===== src/rtl/fl_pkg.sv =====
package fl_pkg;
    localparam logic [7:0] GV_POS2  = 8'b1010_1010;
    localparam logic [7:0] GV_POS1  = 8'b1010_0000;
    localparam logic [7:0] GV_NEG1  = 8'b0101_0000;
    localparam logic [7:0] GV_NEG2  = 8'b0101_0101;
    localparam logic [7:0] GV_ZERO0 = 8'b1100_0011;
    localparam logic [7:0] GV_ZERO1 = 8'b0011_0000;

    function automatic logic [7:0] swap_cells(input logic [7:0] v);
        return {v[3:0], v[7:4]};
    endfunction
endpackage


===== src/rtl/fl_carrier.sv =====
module fl_carrier #(
    parameter int PEAK     = 1023,
    parameter int STEP_DIV = 20,
    parameter int CW       = $clog2(PEAK + 1)
) (
    input  logic          clk,
    input  logic          rst,
    input  logic          step_en,
    output logic [CW-1:0] carrier_q
);
    localparam int PW = (STEP_DIV > 1) ? $clog2(STEP_DIV) : 1;

    typedef struct packed {
        logic [PW-1:0] pre;
        logic          up;
        logic [CW-1:0] cnt;
    } car_t;

    car_t s_d, s_q;

    always_comb begin
        s_d = s_q;
        if (step_en) begin
            if (s_q.pre == PW'(STEP_DIV - 1)) begin
                s_d.pre = '0;
                if (s_q.up) begin
                    s_d.cnt = s_q.cnt + 1'b1;
                    if (s_d.cnt == CW'(PEAK)) s_d.up = 1'b0;
                end else begin
                    s_d.cnt = s_q.cnt - 1'b1;
                    if (s_d.cnt == '0) s_d.up = 1'b1;
                end
            end else begin
                s_d.pre = s_q.pre + 1'b1;
            end
        end
    end

    always_ff @(posedge clk) begin
        if (rst) begin
            s_q.pre <= '0;
            s_q.up  <= 1'b1;
            s_q.cnt <= '0;
        end else begin
            s_q <= s_d;
        end
    end

    assign carrier_q = s_q.cnt;
endmodule


===== src/rtl/fl_rate_chain.sv =====
module fl_rate_chain #(
    parameter int STAGES = 3
) (
    input  logic              clk,
    input  logic              rst,
    input  logic              smp_valid,
    input  logic              smp_neg,
    output logic [STAGES-1:0] rate_d,
    output logic [STAGES-1:0] rate_q
);
    typedef struct packed {
        logic              neg;
        logic [STAGES-1:0] rate;
    } rc_t;

    rc_t s_d, s_q;
    logic [STAGES-1:0] fire;

    assign fire[0] = smp_valid && (smp_neg != s_q.neg);

    for (genvar k = 0; k < STAGES; k++) begin : g_stage
        assign rate_d[k] = s_q.rate[k] ^ fire[k];
        if (k < STAGES - 1) begin : g_link
            // next stage is clocked by this stage's rising edge
            assign fire[k+1] = fire[k] && !s_q.rate[k];
        end
    end

    always_comb begin
        s_d      = s_q;
        s_d.rate = rate_d;
        if (smp_valid) s_d.neg = smp_neg;
    end

    always_ff @(posedge clk) begin
        if (rst) begin
            s_q <= '0;
        end else begin
            s_q <= s_d;
        end
    end

    assign rate_q = s_q.rate;
endmodule


===== src/rtl/fl_level_slicer.sv =====
module fl_level_slicer #(
    parameter int REF_W = 12,
    parameter int PEAK  = 1023,
    parameter int CW    = $clog2(PEAK + 1)
) (
    input  logic signed [REF_W-1:0] smp_ref,
    input  logic        [CW-1:0]    carrier,
    output logic signed [2:0]       level
);
    localparam int CMP_W = ((REF_W > CW) ? REF_W : CW) + 2;

    logic              neg;
    logic [REF_W-1:0]  mag;
    logic [CMP_W-1:0]  mag_x, low_x, high_x;
    logic [1:0]        step;

    always_comb begin
        neg    = smp_ref[REF_W-1];
        mag    = neg ? (~smp_ref + 1'b1) : smp_ref;
        mag_x  = {{(CMP_W-REF_W){1'b0}}, mag};
        low_x  = {{(CMP_W-CW){1'b0}}, carrier};
        high_x = low_x + CMP_W'(PEAK);
        if (mag_x > high_x)     step = 2'd2;
        else if (mag_x > low_x) step = 2'd1;
        else                    step = 2'd0;
        level = neg ? -$signed({1'b0, step}) : $signed({1'b0, step});
    end
endmodule


===== src/rtl/fl_gate_map.sv =====
module fl_gate_map (
    input  logic signed [2:0] level,
    input  logic              zero_alt,
    input  logic              cell_swap,
    output logic [7:0]        gate
);
    import fl_pkg::*;

    logic [7:0] base;

    always_comb begin
        unique case (level)
            3'sd2:   base = GV_POS2;
            3'sd1:   base = GV_POS1;
            -3'sd1:  base = GV_NEG1;
            -3'sd2:  base = GV_NEG2;
            default: base = zero_alt ? GV_ZERO1 : GV_ZERO0;
        endcase
        gate = cell_swap ? swap_cells(base) : base;
    end
endmodule


===== src/rtl/fivelevel_gate_gen.sv =====
module fivelevel_gate_gen #(
    parameter int REF_W    = 12,
    parameter int PEAK     = 1023,
    parameter int STEP_DIV = 20,
    parameter int CW       = $clog2(PEAK + 1)
) (
    input  logic                    clk,
    input  logic                    rst,
    input  logic                    smp_valid,
    input  logic signed [REF_W-1:0] smp_ref,
    output logic [7:0]              gate,
    output logic signed [2:0]       level,
    output logic [CW-1:0]           carrier,
    output logic                    rate_fm,
    output logic                    rate_half,
    output logic                    rate_quarter
);
    import fl_pkg::*;

    localparam int STAGES = 3;

    typedef struct packed {
        logic [7:0]        gate;
        logic signed [2:0] level;
    } out_t;

    out_t o_d, o_q;
    logic [STAGES-1:0] rate_d, rate_q;
    logic signed [2:0] lvl_w;
    logic [7:0]        gate_w;

    fl_carrier #(.PEAK(PEAK), .STEP_DIV(STEP_DIV), .CW(CW)) u_carrier (
        .clk       (clk),
        .rst       (rst),
        .step_en   (smp_valid),
        .carrier_q (carrier)
    );

    fl_rate_chain #(.STAGES(STAGES)) u_rates (
        .clk       (clk),
        .rst       (rst),
        .smp_valid (smp_valid),
        .smp_neg   (smp_ref[REF_W-1]),
        .rate_d    (rate_d),
        .rate_q    (rate_q)
    );

    fl_level_slicer #(.REF_W(REF_W), .PEAK(PEAK), .CW(CW)) u_slicer (
        .smp_ref (smp_ref),
        .carrier (carrier),
        .level   (lvl_w)
    );

    fl_gate_map u_map (
        .level     (lvl_w),
        .zero_alt  (rate_d[1]),
        .cell_swap (rate_d[2]),
        .gate      (gate_w)
    );

    always_comb begin
        o_d = o_q;
        if (smp_valid) begin
            o_d.gate  = gate_w;
            o_d.level = lvl_w;
        end
    end

    always_ff @(posedge clk) begin
        if (rst) begin
            o_q.gate  <= GV_ZERO0;
            o_q.level <= '0;
        end else begin
            o_q <= o_d;
        end
    end

    assign gate         = o_q.gate;
    assign level        = o_q.level;
    assign rate_fm      = rate_q[0];
    assign rate_half    = rate_q[1];
    assign rate_quarter = rate_q[2];
endmodule


===== config.mk =====
export PLATFORM = sky130hd
export DESIGN_NAME = fivelevel_gate_gen
export DESIGN_NICKNAME = d
export VERILOG_FILES = /design/src/rtl/fl_pkg.sv /design/src/rtl/fl_carrier.sv /design/src/rtl/fl_rate_chain.sv /design/src/rtl/fl_level_slicer.sv /design/src/rtl/fl_gate_map.sv /design/src/rtl/fivelevel_gate_gen.sv
export SDC_FILE = /design/constraint.sdc
export NUM_CORES = 1
export LEC_CHECK = 0
export CORE_MARGIN = 2
export CORE_UTILIZATION = 35
export DETAILED_ROUTE_END_ITERATION = 12
export PLACE_DENSITY = 0.53
export SETUP_SLACK_MARGIN = 0.05
export SLEW_MARGIN = 5
export SYNTH_ARGS = -nofsm -noshare
export SYNTH_HDL_FRONTEND = slang
export SYNTH_SLANG_ARGS = --single-unit

===== constraint.sdc =====
create_clock -name clk -period 3.55 [get_ports clk]
set_input_delay 0.5325 -clock clk [delete_from_list [all_inputs] [get_ports clk]]
set_output_delay 0.5325 -clock clk [all_outputs]
set_load 0.005 [all_outputs]

# Word-level counts from Yosys, hierarchy flattened
# Cells that the tools add are included.
[op_classes]
add_sub_neg = 6
magnitude_cmp = 2
n_eq_ne = 7
mux = 11
bitwise = 4
n_reduce_logical = 7
[ops]
columns = ["op", "n"]
rows = [
  ["$pmux 8 s4", 1],
  ["$mux 8", 2],
  ["$gt 12x14->1", 1],
  ["$add 12x1->12 const B", 1],
  ["$gt 12x10->1", 1],
  ["$mux 12", 1],
  ["$not 12->12", 1],
  ["$add 10x10->11 const B", 1],
  ["$mux 11", 1],
  ["$add 10x1->10 const B", 1],
  ["$eq 10x10->1 const B", 1],
  ["$logic_not 10->1", 1],
  ["$sub 10x1->10 const B", 1],
  ["$eq 3x3->1 const B", 2],
  ["$add 5x1->5 const B", 1],
  ["$eq 5x5->1 const B", 1],
  ["$mux 5", 1],
  ["$eq 3x1->1 const B", 1],
  ["$eq 3x2->1 const B", 1],
  ["$logic_and 1x1->1", 3],
  ["$mux 1", 3],
  ["$mux 3", 1],
  ["$neg 2->3", 1],
  ["$xor 1x1->1", 3],
  ["4 further kinds", 5],
]
[word_totals]
regBits = 31
input_bits = 15
output_inout_bits = 24
wordCells = 44

# Logic depth before layout (Yosys ltp)
# Gate-level depths: netlist of run 1.
[logic_depth]
depth_word = 11
mapped_depth = 14

# Hierarchy
# Synthesis of run 1 repeated with hierarchy kept, for this count alone.
[hier_totals]
hier_cells = 374
hier_area_um2 = 3020.4
[by_module_without_submodules]
columns = ["module", "instances", "cells_each", "area_per_inst_um2", "seq_area_each_um2"]
rows = [
  ["fl_carrier", 1, 157, 1228.7, 320.3],
  ["fl_level_slicer", 1, 120, 915.9, 0.0],
  ["fivelevel_gate_gen", 1, 35, 396.6, 220.2],
  ["fl_gate_map", 1, 41, 282.8, 0.0],
  ["fl_rate_chain", 1, 21, 196.4, 80.1],
]

# Worst setup path before layout of run 1
# Ideal clock, no wire load.
[synth_path]
path_type = "input to register"
start = "input smp_ref[2]"
end = "register gate[1] (netlist name)"
setup_ps = 74
arrival_time_ps = 3176
required_ps = 3476
setup_slack_ps = 300
cell_stages = 10
path_buffers = 0
path_cell_list = "or3_1 or3_4 o31ai_1 xnor2_1 ha_1 a211o_2 a2111oi_4 o21ai_2 or3_1 a31oi_1"
[synth_via]
elab_chain_len = 11
[synth_lines]
columns = ["item", "line_no", "text"]
rows = [
  ["from (decl)", "fivelevel_gate_gen.sv:10", "input logic signed [REF_W-1:0] smp_ref,"],
  ["$not 12->12", "fl_level_slicer.sv:19", "mag = neg ? (~smp_ref + 1'b1) : smp_ref;"],
  ["$add 12x1->12", "fl_level_slicer.sv:19", ""],
  ["$mux 12 (*)", "fl_level_slicer.sv:19", ""],
  ["$gt 12x10->1", "fl_level_slicer.sv:24", "else if (mag_x > low_x) step = 2'd1;"],
  ["$mux 1", "fl_level_slicer.sv:24", ""],
  ["$mux 2 (*)", "fl_level_slicer.sv:23", "if (mag_x > high_x) step = 2'd2;"],
  ["$neg 2->3", "fl_level_slicer.sv:26", "level = neg ? -$signed({1'b0, step}) : $signed({1'b0, step});"],
  ["$mux 3 (*)", "fl_level_slicer.sv:26", ""],
  ["$eq 3x3->1 (tied with other cells)", "fl_gate_map.sv:12", "unique case (level)"],
  ["$pmux 8 s4 (*)", "fl_gate_map.sv:12", ""],
  ["$mux 8 (*)", "fl_gate_map.sv:19", "gate = cell_swap ? swap_cells(base) : base;"],
]
# Every way passes the cells marked *; elsewhere a longest branch is shown, timed or not.
# A chain may end at the register's enable or synchronous reset.

# Worst setup path after layout of run 1
[layout_path]
start = "input smp_ref[1]"
end = "register gate[0] (netlist name)"
[layout_via]
elab_chain_len = 11
[layout_lines]
columns = ["item", "line_no"]
rows = [
  ["$not 12->12", "fl_level_slicer.sv:19"],
  ["$add 12x1->12", "fl_level_slicer.sv:19"],
  ["$mux 12 (*)", "fl_level_slicer.sv:19"],
  ["$gt 12x10->1", "fl_level_slicer.sv:24"],
  ["$mux 1", "fl_level_slicer.sv:24"],
  ["$mux 2 (*)", "fl_level_slicer.sv:23"],
  ["$neg 2->3", "fl_level_slicer.sv:26"],
  ["$mux 3 (*)", "fl_level_slicer.sv:26"],
  ["$eq 3x3->1 (tied with other cells)", "fl_gate_map.sv:12"],
  ["$pmux 8 s4 (*)", "fl_gate_map.sv:12"],
  ["$mux 8 (*)", "fl_gate_map.sv:19"],
]
# Marked as above.

==> summary.md, run 1 <==
| Metric | Value |
|---|---|
| Ys flop type | dfxtp_1 |
| Vias | 2,497 |
| Cts bufs inserted | 5 |
| Yosys Warn Count | 0 |
| CTS sink count | 31 |
| Antenna Nets Post-Route | 0 |
| Async S/R FF share, synth | 0 |
| Worst-Margin Slew | 624 ps |
| Post-synthesis adder-cell area fraction | 0.140 |
| P&R area growth vs syn | 29.5% |
| Startpoint Class | input port |
| Mean number of vias per cell | 5.20 |
| Total Routing Usage GR | 0.160 |
| Yosys cell types | 48 |
| Unrepaired setup endpoints after global routing | true |
| Synth Area in Compound Gates | 0.189 |
| Xor and xnor area share after synthesis | 0.0945 |
| CP endpoint kind | flop |
| Cells on worst reg2reg path | 13 |
| Slew headroom | 0.584 |
| Worst path arrival time | 3510 ps |
| Main combinational cell family by area after synthesis | simple AND/OR/NAND/NOR gates |
| Antenna diodes | 0 |
| Initial core utilization | 0.360 |
| Die Area | 8120 um2 |
| Setup violators final | 0 |
| Initial antenna violation count | 0 |
| Area of the mapped netlist | 2600 um2 |
| R2R setup slack | 260 ps |
| CTS H-tree lvls | 2 |
| Max Slew Vio Count | 0 |
| Skew-Pair Late Insertion Delay | 270 ps |
| Hold depth | 2 |
| Metal2 WL | 2.93 mm |
| Final Util | 0.466 |
| Die W | 90.1 um |
| Post-DP HPWL | 4.95 mm |
| Crit share post-route | 0.933 |
| Simple-gate portion of the synthesized area | 0.231 |
| Kind of critical path | in -> reg |
| Top-area cell type share of the netlist area | 0.239 |
| Area contributors post-synth | dfxtp_1 24%, ha_1 14%, xnor2_1 8.1% |
| FF-to-FF Start | u_carrier.carrier_q[1]$_SDFFE_PP0P_ |
| Largest net degree at the start of global routing | 20 |
| FMAX | 302 MHz |
| Fin Clk Skew | 6.70 ps |
| Flip-flop and latch area | 621 um2 |
| Initial DRT Pass Iterations | 4 |
| IO Port Bufs | 38 |
| Most frequent cells in the layout | 34 x clkdlybuf4s50_1, 34 x buf_4, 31 x dfxtp_1 |
| Top layer reached by signal wires | met4 |
| Hold-critical path endpoint | gate[2]$_SDFFE_PP0P_ |
| Cts hold-fix bufs | 0 |
| Final net count | 426 |
| Beginning of the worst hold path | gate[2]$_SDFFE_PP0P_ |
| Data required, critical path | 3750 ps |
| PwrDens | 268 nW/um2 |
| First-pass GRT wire length | 11.0 mm |
| Area of the multi-input gates | 1830 um2 |
| Fill count | 780 |
| Initial drt markers | 55 |
| CTS root buf | clkbuf_8 |
| Clock-pin slew on the worst setup and hold paths | 60 ps |
| Leak Pwr | 0.00135 uW |
| Seq/Total Area, Yosys | 0.239 |
| Avg WL per Cell | 13.0 um |
| Area of the core | 7210 um2 |
| Setup_tns | 0 ps |
| Ports | 39 |
| Hold Vio Cnt, Final | 0 |
| CTS max path bufs | 2 |
| Placer Congestion | 0.851 |
| Vias in the first global route | 2,418 |
| Synth area leader | dfxtp_1 |
| Synth Register Bits | 31 |
| Syn nets | 372 |
| WL met1 | 3.03 mm |
| Post-synthesis area per instance | 7.92 um2 |
| # rows | 31 |
| Max Cap Viol | 0 |
| Chip height | 90.1 um |
| GRT overflow | 0 |
| # DRC | 0 |
| CP max FO | 3 |
| Worst VDD drop | 0.181 mV |
| Path type of the worst min-delay path | reg -> reg |
| Mapped Cells | 328 |
| Hold slack final | 456 ps |
| CTS tree | yes |
| DR WL met3 | 219 um |
| Final wirelength | 6.24 mm |
| Power consumption | 901 uW |
| Reg2reg end | gate[4]$_SDFFE_PP0P_ |
| Proportion of layout cells with a drive suffix above 1 | 0.160 |
| Post-synthesis mux area share | 0.0193 |
| EDFF count, synth | 0 |
| Status | finished clean |
| Final min period | 3310 ps |
==> cells in the mapped netlist (all sizes together) (2+ instances only) <==
library cell and number:
dfxtp 31, ha 29, nor2 29, xnor2 24, nand2 23, inv 18
nor3 18, o21ai 18, a21oi 17, nand3 14, clkbuf 13, buf 12
a31oi 10, or3 10, nand4 6, mux2i 5, nor4 5, o31ai 5
xor2 4, a21o 3, a221oi 3, a311oi 3, nand2b 3, nor2b 3
a21boi 2, and3 2, nand3b 2, o21a 2, o22ai 2
==> timing repair <==
item	CTS	global route
gates resized for setup	2	21
setup endpoints to repair	7	11
setup buffers	0	2
pin swaps	1	14
==> cell families (layout without fill, tap and decap cells) <==
family / Yosys count / after routing
AO/OA/AOI/OAI: 73 / 73
multiplexers: 5 / 5
AND/OR/NAND/NOR: 119 / 119
buffers and inverters: 43 / 96
adder cells (fa/ha/maj): 29 / 29
XOR/XNOR: 28 / 28
flip-flops: 31 / 31
==> critical path, cell delays in order <==
cell,delay [ps]
clkdlybuf4s50_1,420
inv_1,80
ha_1,140
inv_1,50
or3_4,340
buf_4,150
nand2_1,90
xnor2_2,130
ha_1,270
nand4_1,150
a21oi_1,90
a2111oi_4,410
o21ai_2,110
or3_1,380
a31oi_1,160
==> layout make-up <==
type	count	share of cell area
flip-flops and latches	31	0.185
clock buffers	6	0.0216
well taps	99	0.0368
repair buffers	72	0.192
multi-input cells	254	0.545
inverters	18	0.0201
==> through the flow <==
| stage | std cells | cell area (um2) | setup WS [ps] |
|---|---|---|---|
| 6_report | 480 | 3360 | 237 |
| 2_1_floorplan | 328 | 2600 | 300 |
| 3_3_place_gp | 472 | 3180 | -213 |
| 5_1_grt | 480 | 3360 | 16.3 |
| 4_1_cts | 478 | 3270 | 60.8 |
| 3_5_place_dp | 472 | 3180 | -293 |
==> where the power goes <==
part	switching (uW)	internal [uW]
Clock	120	130
Combinational	129	142
Sequential	11.7	367
Total	261	640
==> registers in the layout (all words and copies together), names as in the netlist <==
name	cells
u_rates.rate_q	3
u_rates.s_q	1
u_carrier.s_q	6
u_carrier.carrier_q	10
level	3
gate	8
==> layer usage <==
metal / vias to the layer above / GRT usage
li1: 1277 / -
met1: 1163 / 0.215
met2: 50 / 0.264
met3: 7 / 0.0285
met4: 0 / 0.0423
met5: - / 0
==> worst max-delay path by stage <==
stage                          start              endpoint  slack, ps
after floorplan           smp_ref[2]  gate[1]$_SDFFE_PP1P_        300
after global placement    smp_ref[2]  gate[6]$_SDFFE_PP1P_       -210
after detailed placement  smp_ref[2]  gate[6]$_SDFFE_PP1P_       -290
after CTS                 smp_ref[2]  gate[6]$_SDFFE_PP1P_         60
after global routing      smp_ref[1]  gate[6]$_SDFFE_PP1P_         20
final                     smp_ref[1]  gate[0]$_SDFFE_PP1P_        240
(Power assumes the default switching activity.)
==> run 2: changes to the inputs <==
--- a/config.mk
+++ b/config.mk
@@ -8,6 +8,7 @@
 export CORE_MARGIN = 2
 export CORE_UTILIZATION = 35
 export DETAILED_ROUTE_END_ITERATION = 12
+export GPL_TIMING_DRIVEN = 0
 export PLACE_DENSITY = 0.53
 export SETUP_SLACK_MARGIN = 0.05
 export SLEW_MARGIN = 5
==> run 2 against run 1 <==
  * Utilization shrank 0.19 points
  * Non-clock buffer count down 5
  * Count of clock-buffer cells in the layout is the same
  * Setup slack got worse by 20 ps
  * Global-route usage is 0.76 points higher
  * Critical path depth decreased by 2
  * First-iteration DRC count grew 95%
  * Sequential power about the same
  * Critical endpoint is now gate[6]$_SDFFE_PP1P_
  * Highest routed layer unchanged
==> summary.md, run 2 (same netlist as run 1, synthesis figures left out) <==
| Metric | Value |
|---|---|
| Status | finished clean |
| Worst-path cell chain | clkdlybuf4s15_1 -> or3_4 -> or3_4 -> o31ai_4 -> xnor2_2 -> ha_1 -> a21o_1 -> a31oi_1 -> a22o_2 -> o21a_4 -> o211a_4 -> mux2i_2 -> o21ai_1 |
| Power share of the combinational group | 0.253 |
| Slowest cell on crit path | or3_4 |
| Ports | 39 |
| Reg2reg end | gate[4]$_SDFFE_PP0P_ |
| Unrepaired setup endpoints after global routing | false |
| Avg WL per Cell | 13.9 um |
| # DRC | 0 |
| Die W | 90.1 um |
| IO Port Bufs | 38 |
| CTS H-tree lvls | 2 |
| Antenna Nets Post-Route | 0 |
| Fill count | 751 |
| Kind of critical path | in -> reg |
| Max Cap Viol | 0 |
| Hold depth | 2 |
| Path type of the worst min-delay path | reg -> reg |
| Final min period | 3330 ps |
| CTS max path bufs | 2 |
| Skew-Pair Late Insertion Delay | 290 ps |
| Startpoint Class | input port |
| Internal power | 719 uW |
| Initial DRT Pass Iterations | 4 |
| Placer Congestion | 0.837 |
| Clock-pin slew on the worst setup and hold paths | 70 ps |
| Vias | 2,483 |
| Hold-critical path endpoint | gate[2]$_SDFFE_PP0P_ |
| Final WS setup | 217 ps |
| Net Sw Frac | 0.280 |
| Total Routing Usage GR | 0.167 |
| Max Slew Vio Count | 0 |
| Worst-Margin Slew | 969 ps |
| Slew headroom | 0.349 |
| Area of the core | 7210 um2 |
| Vias in the first global route | 2,367 |
| Cts hold-fix bufs | 0 |
| P&R area growth vs syn | 29.0% |
| Max reg flops | 10 |
| Cells on worst reg2reg path | 12 |
| GRT overflow | 0 |
| Most frequent cells in the layout | 32 x clkdlybuf4s50_1, 31 x dfxtp_1, 29 x nor2_1, 29 x ha_1 |
| Initial drt markers | 107 |
| Design area | 3350 um2 |
| Cts bufs inserted | 5 |
| CTS sink count | 31 |
| PwrDens | 299 nW/um2 |
| FMAX | 300 MHz |
| Antenna diodes | 0 |
| CP max FO | 5 |
| Worst VDD drop | 0.179 mV |
| Leak Pwr | 0.00132 uW |
| Hold Vio Cnt, Final | 0 |
| Final net count | 421 |
| Fin Clk Skew | 11.6 ps |
| Initial antenna violation count | 0 |
| Crit share post-route | 0.939 |
| Final Util | 0.464 |
| Most common cell after layout, fill and taps aside | clkdlybuf4s50_1 |
| Data required, critical path | 3730 ps |
| Sw power | 280 uW |
| R2R setup slack | 260 ps |
| Largest net degree at the start of global routing | 11 |
| Initial core utilization | 0.360 |
| Die Area | 8120 um2 |
| # rows | 31 |
| Worst path arrival time | 3510 ps |
| FF-to-FF Start | u_carrier.carrier_q[0]$_SDFFE_PP0P_ |
| Proportion of layout cells with a drive suffix above 1 | 0.132 |
| Crit path top cell by count | or3_4 |
| CP endpoint kind | flop |
| CTS root buf | clkbuf_8 |
| CTS tree | yes |
| Sequential Power Share | 0.380 |
| Chip height | 90.1 um |
| First-pass GRT wire length | 11.2 mm |
| Placed Area | 3100 um2 |
| Setup violators final | 0 |
| Critical Path Max Stage Delay | 420 ps |
| Clock power frac | 0.367 |
| Post-DP HPWL | 5.16 mm |
| Final wirelength | 6.63 mm |
| Mean number of vias per cell | 5.21 |
| Beginning of the worst hold path | gate[2]$_SDFFE_PP0P_ |
| DP Worst Slack | -565 ps |
[run 2: through the flow]
step                power (uW)  cells  setup TNS [ps]  hold WS, ps
floorplan                  528    328               0          447
global placement           615    465           -4470          451
detailed placement         618    465           -4810          457
CTS                       1000    475               0          476
global route              1060    477               0          495
finish                     999    477               0          455
[run 2: metal layers]
metal / up-vias / global-route usage / routed length, um
li1: 1281 / - / -
met1: 1142 / 0.224 / 3290
met2: 53 / 0.279 / 3010
met3: 7 / 0.0277 / 243
met4: 0 / 0.0462 / 79
met5: - / 0 / 0
[run 2: how the worst max path moves through the flow]
stage | cells past startpoint | endpoint | slack (ps) | from
floorplan | 10 | gate[1]$_SDFFE_PP1P_ | 300 | smp_ref[2]
global placement | 13 | gate[6]$_SDFFE_PP1P_ | -530 | smp_ref[11]
detailed placement | 13 | gate[4]$_SDFFE_PP0P_ | -570 | smp_ref[2]
CTS | 13 | gate[4]$_SDFFE_PP0P_ | 60 | smp_ref[3]
global route | 13 | gate[2]$_SDFFE_PP0P_ | 60 | smp_ref[2]
finish | 13 | gate[6]$_SDFFE_PP1P_ | 220 | smp_ref[2]
[run 2: power by group through the flow]
stage | Clock, uW | Combinational [uW] | Sequential, uW
after floorplan | 0 | 141 | 387
after global placement | 0 | 228 | 387
after detailed placement | 0 | 230 | 388
after CTS | 383 | 241 | 380
after global routing | 399 | 282 | 382
final | 367 | 253 | 379
[run 2: final cells by class]
type                    instances  area (um2)  area share
clock inverters                 2        35.0      0.0105
repair buffers                 42         419       0.125
plain buffers                  25         160      0.0478
multi-input cells             254        1840       0.549
flip-flops and latches         31         621       0.185
well taps                      99         124      0.0370
inverters                      18        67.6      0.0202
clock buffers                   6        82.6      0.0247
[run 2: critical path, delay by kind of cell]
| kind | cells | cell delay [ps] |
|---|---|---|
| compound gates | 7 | 1230 |
| simple gates | 2 | 830 |
| fa+ha+maj | 1 | 290 |
| buf+inv | 1 | 240 |
| mux | 1 | 240 |
| xor+xnor | 1 | 160 |
[run 2: timing repair]
action,CTS,global route
setup endpoints to repair,9,11
pin swaps,4,8
gates resized for setup,11,18
setup buffers,2,2
cloned,0,0
